$ cat src/rtl/pwrseq_pkg.sv
package pwrseq_pkg;
  typedef enum logic [1:0] {
    SW_GND = 2'd0,
    SW_HIZ = 2'd1,
    SW_ON  = 2'd2
  } sw_mode_e;

  localparam int NUM_CH = 2;
  localparam int SW_PER_CH = 2;
  localparam int NUM_SW = NUM_CH * SW_PER_CH;
  localparam int CMD_W = 6;
endpackage

$ cat src/rtl/pwrseq_thermal.sv
module pwrseq_thermal (
  input  logic clk,
  input  logic rst_n,
  input  logic hot,
  input  logic cool,
  input  logic standby,
  output logic shut_o,
  output logic trip_o
);
  logic shut_q, trip_q;

  always_ff @(posedge clk or negedge rst_n) begin
    if (!rst_n) begin
      shut_q <= 1'b0;
      trip_q <= 1'b0;
    end else begin
      if (shut_q) shut_q <= ~cool;
      else        shut_q <= hot & ~standby;
      trip_q <= ~shut_q & hot & ~standby;
    end
  end

  assign shut_o = shut_q;
  assign trip_o = trip_q;

  // shutdown releases only after cool flag
  assert_cool_release_R8: assert property (@(posedge clk) disable iff (!rst_n)
    $fell(shut_q) |-> $past(cool));
  // standby ignores over-temperature
  assert_standby_ignore_R9: assert property (@(posedge clk) disable iff (!rst_n)
    (!shut_q && standby) |=> !shut_q);
endmodule

$ cat src/rtl/pwrseq_arm.sv
module pwrseq_arm (
  input  logic clk,
  input  logic rst_n,
  input  logic above,
  input  logic below,
  output logic armed_o
);
  logic armed_q;

  always_ff @(posedge clk or negedge rst_n) begin
    if (!rst_n)       armed_q <= 1'b0;
    else if (armed_q) armed_q <= ~below;
    else              armed_q <= above & ~below;
  end

  assign armed_o = armed_q;

  assert_arm_rise_R11: assert property (@(posedge clk) disable iff (!rst_n)
    $rose(armed_q) |-> $past(above));
  assert_arm_fall_R11: assert property (@(posedge clk) disable iff (!rst_n)
    $fell(armed_q) |-> $past(below));
endmodule

$ cat src/rtl/pwrseq_switch.sv
module pwrseq_switch
  import pwrseq_pkg::*;
#(
  parameter int RETRY_CYC   = 64,
  parameter int PERSIST_CYC = 500
) (
  input  logic     clk,
  input  logic     rst_n,
  input  logic     want_on,
  input  logic     want_hiz,
  input  logic     lock,
  input  logic     force_off,
  input  logic     src_sel,
  input  logic     oc,
  output sw_mode_e mode_o,
  output logic     src_o,
  output logic     ramp_o,
  output logic     oc_flt_o,
  output logic     uv_flt_o
);
  localparam int RW = $clog2(RETRY_CYC + 1);
  localparam int PW = $clog2(PERSIST_CYC + 1);

  sw_mode_e mode_q, mode_d;
  logic [RW-1:0] retry_q;
  logic [PW-1:0] pers_q;
  logic src_q, ramp_q, oc_flt_q, uv_flt_q, blk_q, blocked, tripping;

  assign blocked  = want_on & ~want_hiz & ~force_off & lock;
  assign tripping = (mode_q == SW_ON) & oc;

  always_comb begin
    if (force_off || want_hiz)                mode_d = SW_HIZ;
    else if (!want_on)                        mode_d = SW_GND;
    else if (lock)                            mode_d = SW_HIZ;
    else if ((retry_q != '0) || tripping)     mode_d = SW_HIZ;
    else                                      mode_d = SW_ON;
  end

  always_ff @(posedge clk or negedge rst_n) begin
    if (!rst_n) begin
      mode_q   <= SW_GND;
      src_q    <= 1'b0;
      ramp_q   <= 1'b0;
      retry_q  <= '0;
      pers_q   <= '0;
      oc_flt_q <= 1'b0;
      blk_q    <= 1'b0;
      uv_flt_q <= 1'b0;
    end else begin
      mode_q <= mode_d;
      src_q  <= (mode_d == SW_ON) & src_sel;
      ramp_q <= (mode_d == SW_ON) & (mode_q != SW_ON);
      if (tripping)             retry_q <= RW'(RETRY_CYC);
      else if (retry_q != '0)   retry_q <= retry_q - 1'b1;
      if (!oc)                            pers_q <= '0;
      else if (pers_q != PW'(PERSIST_CYC)) pers_q <= pers_q + 1'b1;
      oc_flt_q <= oc & (pers_q == PW'(PERSIST_CYC - 1));
      blk_q    <= blocked;
      uv_flt_q <= blocked & ~blk_q;
    end
  end

  assign mode_o   = mode_q;
  assign src_o    = src_q;
  assign ramp_o   = ramp_q;
  assign oc_flt_o = oc_flt_q;
  assign uv_flt_o = uv_flt_q;

  assert_hiz_wins_R4: assert property (@(posedge clk) disable iff (!rst_n)
    want_hiz |=> mode_q == SW_HIZ);
  assert_src_idle_R4: assert property (@(posedge clk) disable iff (!rst_n)
    (mode_q != SW_ON) |-> !src_q);
  assert_oc_opens_R5: assert property (@(posedge clk) disable iff (!rst_n)
    ((mode_q == SW_ON) && oc) |=> mode_q != SW_ON);
  assert_fault_after_oc_R6: assert property (@(posedge clk) disable iff (!rst_n)
    oc_flt_q |-> $past(oc));
  assert_ramp_entry_R7: assert property (@(posedge clk) disable iff (!rst_n)
    ramp_q |-> (mode_q == SW_ON && $past(mode_q) != SW_ON));
  assert_lock_floats_R10: assert property (@(posedge clk) disable iff (!rst_n)
    blocked |=> mode_q == SW_HIZ);
endmodule

$ cat src/rtl/pwrseq_dual.sv
module pwrseq_dual
  import pwrseq_pkg::*;
#(
  parameter int CYC_PER_US    = 250,
  parameter int OC_PERSIST_US = 2,
  parameter int RETRY_CYC     = 64
) (
  input  logic        clk,
  input  logic        rst_n,
  input  logic [5:0]  cmd_a,
  input  logic [5:0]  cmd_b,
  input  logic [3:0]  oc_det,
  input  logic        hot_det,
  input  logic        cool_det,
  input  logic        uv_3v3,
  input  logic        uv_5v,
  input  logic [1:0]  hv_above_arm,
  input  logic [1:0]  hv_below_disarm,
  input  logic        logic_uv,
  output logic [7:0]  sw_mode,
  output logic [3:0]  sw_src,
  output logic [3:0]  ramp_go,
  output logic [3:0]  sw_fault,
  output logic        cat_fault
);
  localparam int PERSIST_CYC = CYC_PER_US * OC_PERSIST_US;

  logic [CMD_W-1:0] cmd_c [NUM_CH];
  logic [NUM_CH-1:0] armed;
  logic [NUM_SW-1:0] want_on, want_hiz, lock, src_sel, src_w, ramp_w, oc_flt, uv_flt;
  sw_mode_e mode_w [NUM_SW];
  logic shut, therm_trip, standby, force_off;

  assign cmd_c[0] = cmd_a;
  assign cmd_c[1] = cmd_b;

  genvar c, s;
  generate
    for (c = 0; c < NUM_CH; c++) begin : g_ch
      pwrseq_arm u_arm (
        .clk(clk), .rst_n(rst_n),
        .above(hv_above_arm[c]), .below(hv_below_disarm[c]),
        .armed_o(armed[c])
      );
      // VCC switch of channel c
      assign want_on[2*c]    = cmd_c[c][5];
      assign src_sel[2*c]    = cmd_c[c][4];
      assign want_hiz[2*c]   = cmd_c[c][3];
      assign lock[2*c]       = cmd_c[c][4] ? uv_3v3 : uv_5v;
      // VPP switch of channel c
      assign want_on[2*c+1]  = cmd_c[c][2];
      assign src_sel[2*c+1]  = cmd_c[c][1];
      assign want_hiz[2*c+1] = cmd_c[c][0];
      assign lock[2*c+1]     = cmd_c[c][1] & ~armed[c];
    end

    for (s = 0; s < NUM_SW; s++) begin : g_sw
      pwrseq_switch #(.RETRY_CYC(RETRY_CYC), .PERSIST_CYC(PERSIST_CYC)) u_sw (
        .clk(clk), .rst_n(rst_n),
        .want_on(want_on[s]), .want_hiz(want_hiz[s]), .lock(lock[s]),
        .force_off(force_off), .src_sel(src_sel[s]), .oc(oc_det[s]),
        .mode_o(mode_w[s]), .src_o(src_w[s]), .ramp_o(ramp_w[s]),
        .oc_flt_o(oc_flt[s]), .uv_flt_o(uv_flt[s])
      );
      assign sw_mode[2*s +: 2] = mode_w[s];
    end
  endgenerate

  assign standby   = ~|(want_on & ~want_hiz);
  assign force_off = shut | logic_uv;

  pwrseq_thermal u_therm (
    .clk(clk), .rst_n(rst_n),
    .hot(hot_det), .cool(cool_det), .standby(standby),
    .shut_o(shut), .trip_o(therm_trip)
  );

  assign sw_src    = src_w;
  assign ramp_go   = ramp_w;
  assign sw_fault  = oc_flt | uv_flt;
  assign cat_fault = therm_trip | (|uv_flt);

  assert_shut_opens_all_R8: assert property (@(posedge clk) disable iff (!rst_n)
    shut |=> sw_mode == 8'h55);
  assert_logic_uv_floats_R12: assert property (@(posedge clk) disable iff (!rst_n)
    logic_uv |=> sw_mode == 8'h55);
endmodule

$ cat config.mk
export PLATFORM = sky130hd
export DESIGN_NAME = pwrseq_dual
export DESIGN_NICKNAME = d
export VERILOG_FILES = /design/src/rtl/pwrseq_pkg.sv /design/src/rtl/pwrseq_thermal.sv /design/src/rtl/pwrseq_arm.sv /design/src/rtl/pwrseq_switch.sv /design/src/rtl/pwrseq_dual.sv
export SDC_FILE = /design/constraint.sdc
export NUM_CORES = 1
export LEC_CHECK = 0
export ABC_AREA = 1
export CAP_MARGIN = 25
export CORE_UTILIZATION = 30
export DETAILED_ROUTE_END_ITERATION = 16
export PLACE_DENSITY = 0.52
export SYNTH_ARGS = -nofsm -noshare
export SYNTH_HDL_FRONTEND = slang
export SYNTH_SLANG_ARGS = --single-unit
$ cat constraint.sdc
create_clock -name clk -period 1.7 [get_ports clk]
set_input_delay 0.34 -clock clk [delete_from_list [all_inputs] [get_ports clk]]
set_output_delay 0.34 -clock clk [all_outputs]
set_load 0.02 [all_outputs]
==> results.cfg <==
[global_routing]
grt_overflow = 0
grt_max_degree = 56
grt_pass1_vias = 3665
grt_usage_pct = 13.1
antenna_found_initial = 0
grt_first_pass_wirelength_mm = 17.1

[outcome]
status = complete, no violations

[timing]
skew_ps = 6.36
relSlewSlack_pct = 66.7
min_period_over_period_pct = 97.1
setup_tns_ps = 0
hold_violations = 0
tightest_slew_ps = 495
setup_viol = 0
max_freq_mhz = 606
slew_violations = 0
period_minus_slack_ps = 1650
rsz0062_at_grt = false

[yosys]
syn_avg_cell_area_um2 = 8.03
syn-num-nets = 643
syn_area_um2 = 4850
yosysWarnings = 0
ys_ff_latch = 96
seq_area_frac_synth_pct = 49.5
netlist_instances = 604
netlist-cell-type-count = 33

[die]
die_width_um = 129
start_util_pct = 30.7
std_cell_rows = 46
fp.dieH_um = 129
coreArea_um2 = 15800
die_area_um2 = 16700
io_pins = 48

[drt]
totalWireLength_mm = 10.0
via_count = 3900
vias_per_cell = 4.45
drt-initial-drc-count = 250
first_pass_iters = 6
drc = 0
ant_nets = 0
wl_per_cell_um = 11.5

[worst_setup_path]
cp.arrival_ps = 1310
critPathSlowestCell = dfrtp_1
cp.required_ps = 1360
critPathLaunchType = flop
crit_path_end_kind = output pin
cpPeakStageDelay_ps = 400
path_class = flop to output pin
crit_fanout = 2
cp_cell_sequence = or2_2 -> clkdlybuf4s15_1

[power_and_ir_drop]
powerDensity_nw_per_um2 = 825
ir_worst_vdd_uv = 406
p_leak_nw = 2.96

[place]
hpwlAfterDp_mm = 7.53
placed_area_um2 = 5550
gp_congestion = 0.777
io_buffers = 47

[cells_and_area]
final_area_um2 = 5850
utilization_pct = 37.0
finalNetCount = 695
drive_above_1_share_pct = 7.73
n_antenna_cell = 0
syn_to_final_growth_pct = 20.6

[clocking]
tritoncts = built
clockRootBuffer = clkbuf_16
cts_setup_buffers = 0
clk_pin_slew_worst_paths_ps = 70
cts_buffers = 9
clkLatencyLatePin_ps = 340
clock_path_buffers = 2
htreeDepth = 3
cts.sinks = 96

[flow_run]
maxCapViolCount = 0

[min_path]
hold_path_class = flop to flop
## per-stage QoR
step           hold WS [ps]  total power, mW  cells  setup slack (ps)
3_3_place_gp            273             2.74    860              99.5
6_report                399             4.83    876              48.9
4_1_cts                 402             4.92    876              5.76
3_5_place_dp            273             2.75    860              70.0
2_1_floorplan          44.4             2.55    604               394
5_1_grt                 406             5.06    876              4.25
## worst paths after layout
kind / to / startpoint / slack, ps / cells after the start
max in group asynchronous: g_sw[2].u_sw.pers_q[7]$_DFFE_PN0P_ / rst_n / 630 / 3
hold / removal: g_sw[3].u_sw.uv_flt_o$_DFF_PN0_ / g_sw[3].u_sw.blk_q$_DFF_PN0_ / 400 / 1
setup / recovery: sw_fault[0] / g_sw[0].u_sw.uv_flt_o$_DFF_PN0_ / 50 / 2
hold reg to reg: g_sw[3].u_sw.uv_flt_o$_DFF_PN0_ / g_sw[3].u_sw.blk_q$_DFF_PN0_ / 400 / 1
setup reg to reg: g_sw[1].u_sw.retry_q[1]$_DFFE_PN0P_ / g_sw[1].u_sw.retry_q[0]$_DFFE_PN0P_ / 210 / 6
min in group asynchronous: g_sw[3].u_sw.pers_q[3]$_DFFE_PN0P_ / rst_n / 440 / 2
## cells by family (layout without fill, tap and decap cells)
group / Yosys count / after routing / synth area share, %
AOI/OAI and AO/OA: 46 / 46 / 5.13
xor gates and xnor gates: 7 / 7 / 1.26
adders and majority gates: 12 / 12 / 3.09
buffers and inverters: 110 / 166 / 9.62
and+or+nand+nor: 333 / 333 / 31.4
DFF: 96 / 96 / 49.5
## layout make-up
type | instances | area [µm²]
multi-input cells | 398 | 1980
flip-flops and latches | 96 | 2400
fillers | 1609 | 9980
clock buffers | 11 | 233
inverters | 95 | 357
repair buffers | 56 | 536
well taps | 216 | 270
clock inverters | 4 | 70.1
## layout by cell type (no fill, tap or decap), drive strengths merged
cell / netlist / final
a21boi: 2 / 2
a21o: 2 / 2
a21oi: 15 / 15
a31oi: 3 / 3
and3: 1 / 1
buf: 15 / 9
bufinv: 0 / 2
clkbuf: 0 / 14
clkdlybuf4s15: 0 / 2
clkdlybuf4s50: 0 / 35
clkinv: 0 / 2
dfrtp: 96 / 96
dlygate4sd2: 0 / 4
dlygate4sd3: 0 / 1
dlymetal6s2s: 0 / 2
ha: 12 / 12
inv: 95 / 95
nand2: 120 / 120
nand3: 60 / 60
nand3b: 5 / 5
nand4: 21 / 21
nor2: 104 / 104
nor2b: 1 / 1
nor3: 11 / 11
nor3b: 1 / 1
nor4: 1 / 1
o21a: 1 / 1
o21ai: 22 / 22
o21bai: 1 / 1
or2: 8 / 8
xnor2: 5 / 5
xor2: 2 / 2
## critical path, delay by kind of cell (launching register included)
| family | cells | cell delay (ps) |
|---|---|---|
| and+or+nand+nor | 1 | 280 |
| buffers and inverters | 1 | 290 |
| DFF | 1 | 400 |
## Yosys cell counts
| library cell | instances | area, µm² |
|---|---|---|
| nor3_1 | 11 | 55.1 |
| or2_2 | 8 | 50.1 |
| buf_4 | 9 | 67.6 |
| nand2_1 | 119 | 447 |
| nor2b_1 | 1 | 6.26 |
| nand4_1 | 20 | 125 |
| a21oi_1 | 15 | 75.1 |
| dfrtp_1 | 96 | 2400 |
| o21bai_1 | 1 | 7.51 |
| buf_6 | 2 | 22.5 |
| buf_2 | 4 | 20.0 |
| xor2_1 | 2 | 17.5 |
| nand2_2 | 1 | 6.26 |
| nor2_2 | 9 | 56.3 |
| nand3b_1 | 4 | 30.0 |
| a21o_1 | 2 | 15.0 |
| nor2_1 | 92 | 345 |
| o21ai_1 | 2 | 10.0 |
| a21boi_1 | 2 | 15.0 |
| xnor2_1 | 5 | 43.8 |
| nand4_2 | 1 | 12.5 |
| ha_1 | 12 | 150 |
| a31oi_1 | 3 | 18.8 |
| nor3b_2 | 1 | 12.5 |
| nor2_4 | 3 | 33.8 |
| o21ai_0 | 20 | 100 |
| o21a_1 | 1 | 7.51 |
| nand3_1 | 58 | 290 |
| nand3b_4 | 1 | 20.0 |
| inv_1 | 95 | 357 |
| and3_1 | 1 | 6.26 |
| nand3_2 | 2 | 20.0 |
| nor4_1 | 1 | 6.26 |
## where the power goes
group,total [mW],internal [mW],switching (mW)
sequential,2.36,2.33,0.0330
clock,2.14,1.28,0.858
combinational,0.333,0.140,0.193
total,4.83,3.74,1.08
## metal layers
layer	share of wire [%]	track usage, %
met5	0	0
met4	1.3	4.36
met3	2.6	2.85
met2	48	21.5
met1	48	17.2
## sequential cells by signal (all words and copies together) (netlist names), 2 cells and up
signal,count
g_ch.u_arm.armed_o,2
g_sw.u_sw.uv_flt_o,4
g_sw.u_sw.mode_o,8
g_sw.u_sw.ramp_o,4
g_sw.u_sw.retry_q,28
g_sw.u_sw.pers_q,36
g_sw.u_sw.blk_q,4
g_sw.u_sw.oc_flt_o,4
g_sw.u_sw.src_o,4
## what timing repair did
action / in CTS / in global routing
endpoints found under the setup margin: 9 / 5
hold endpoints to repair: 20 / 0
gates resized for setup: 14 / 5
hold buffers: 1 / 0
cloned: 0 / 0
Power figures use the tool's default switching activity.
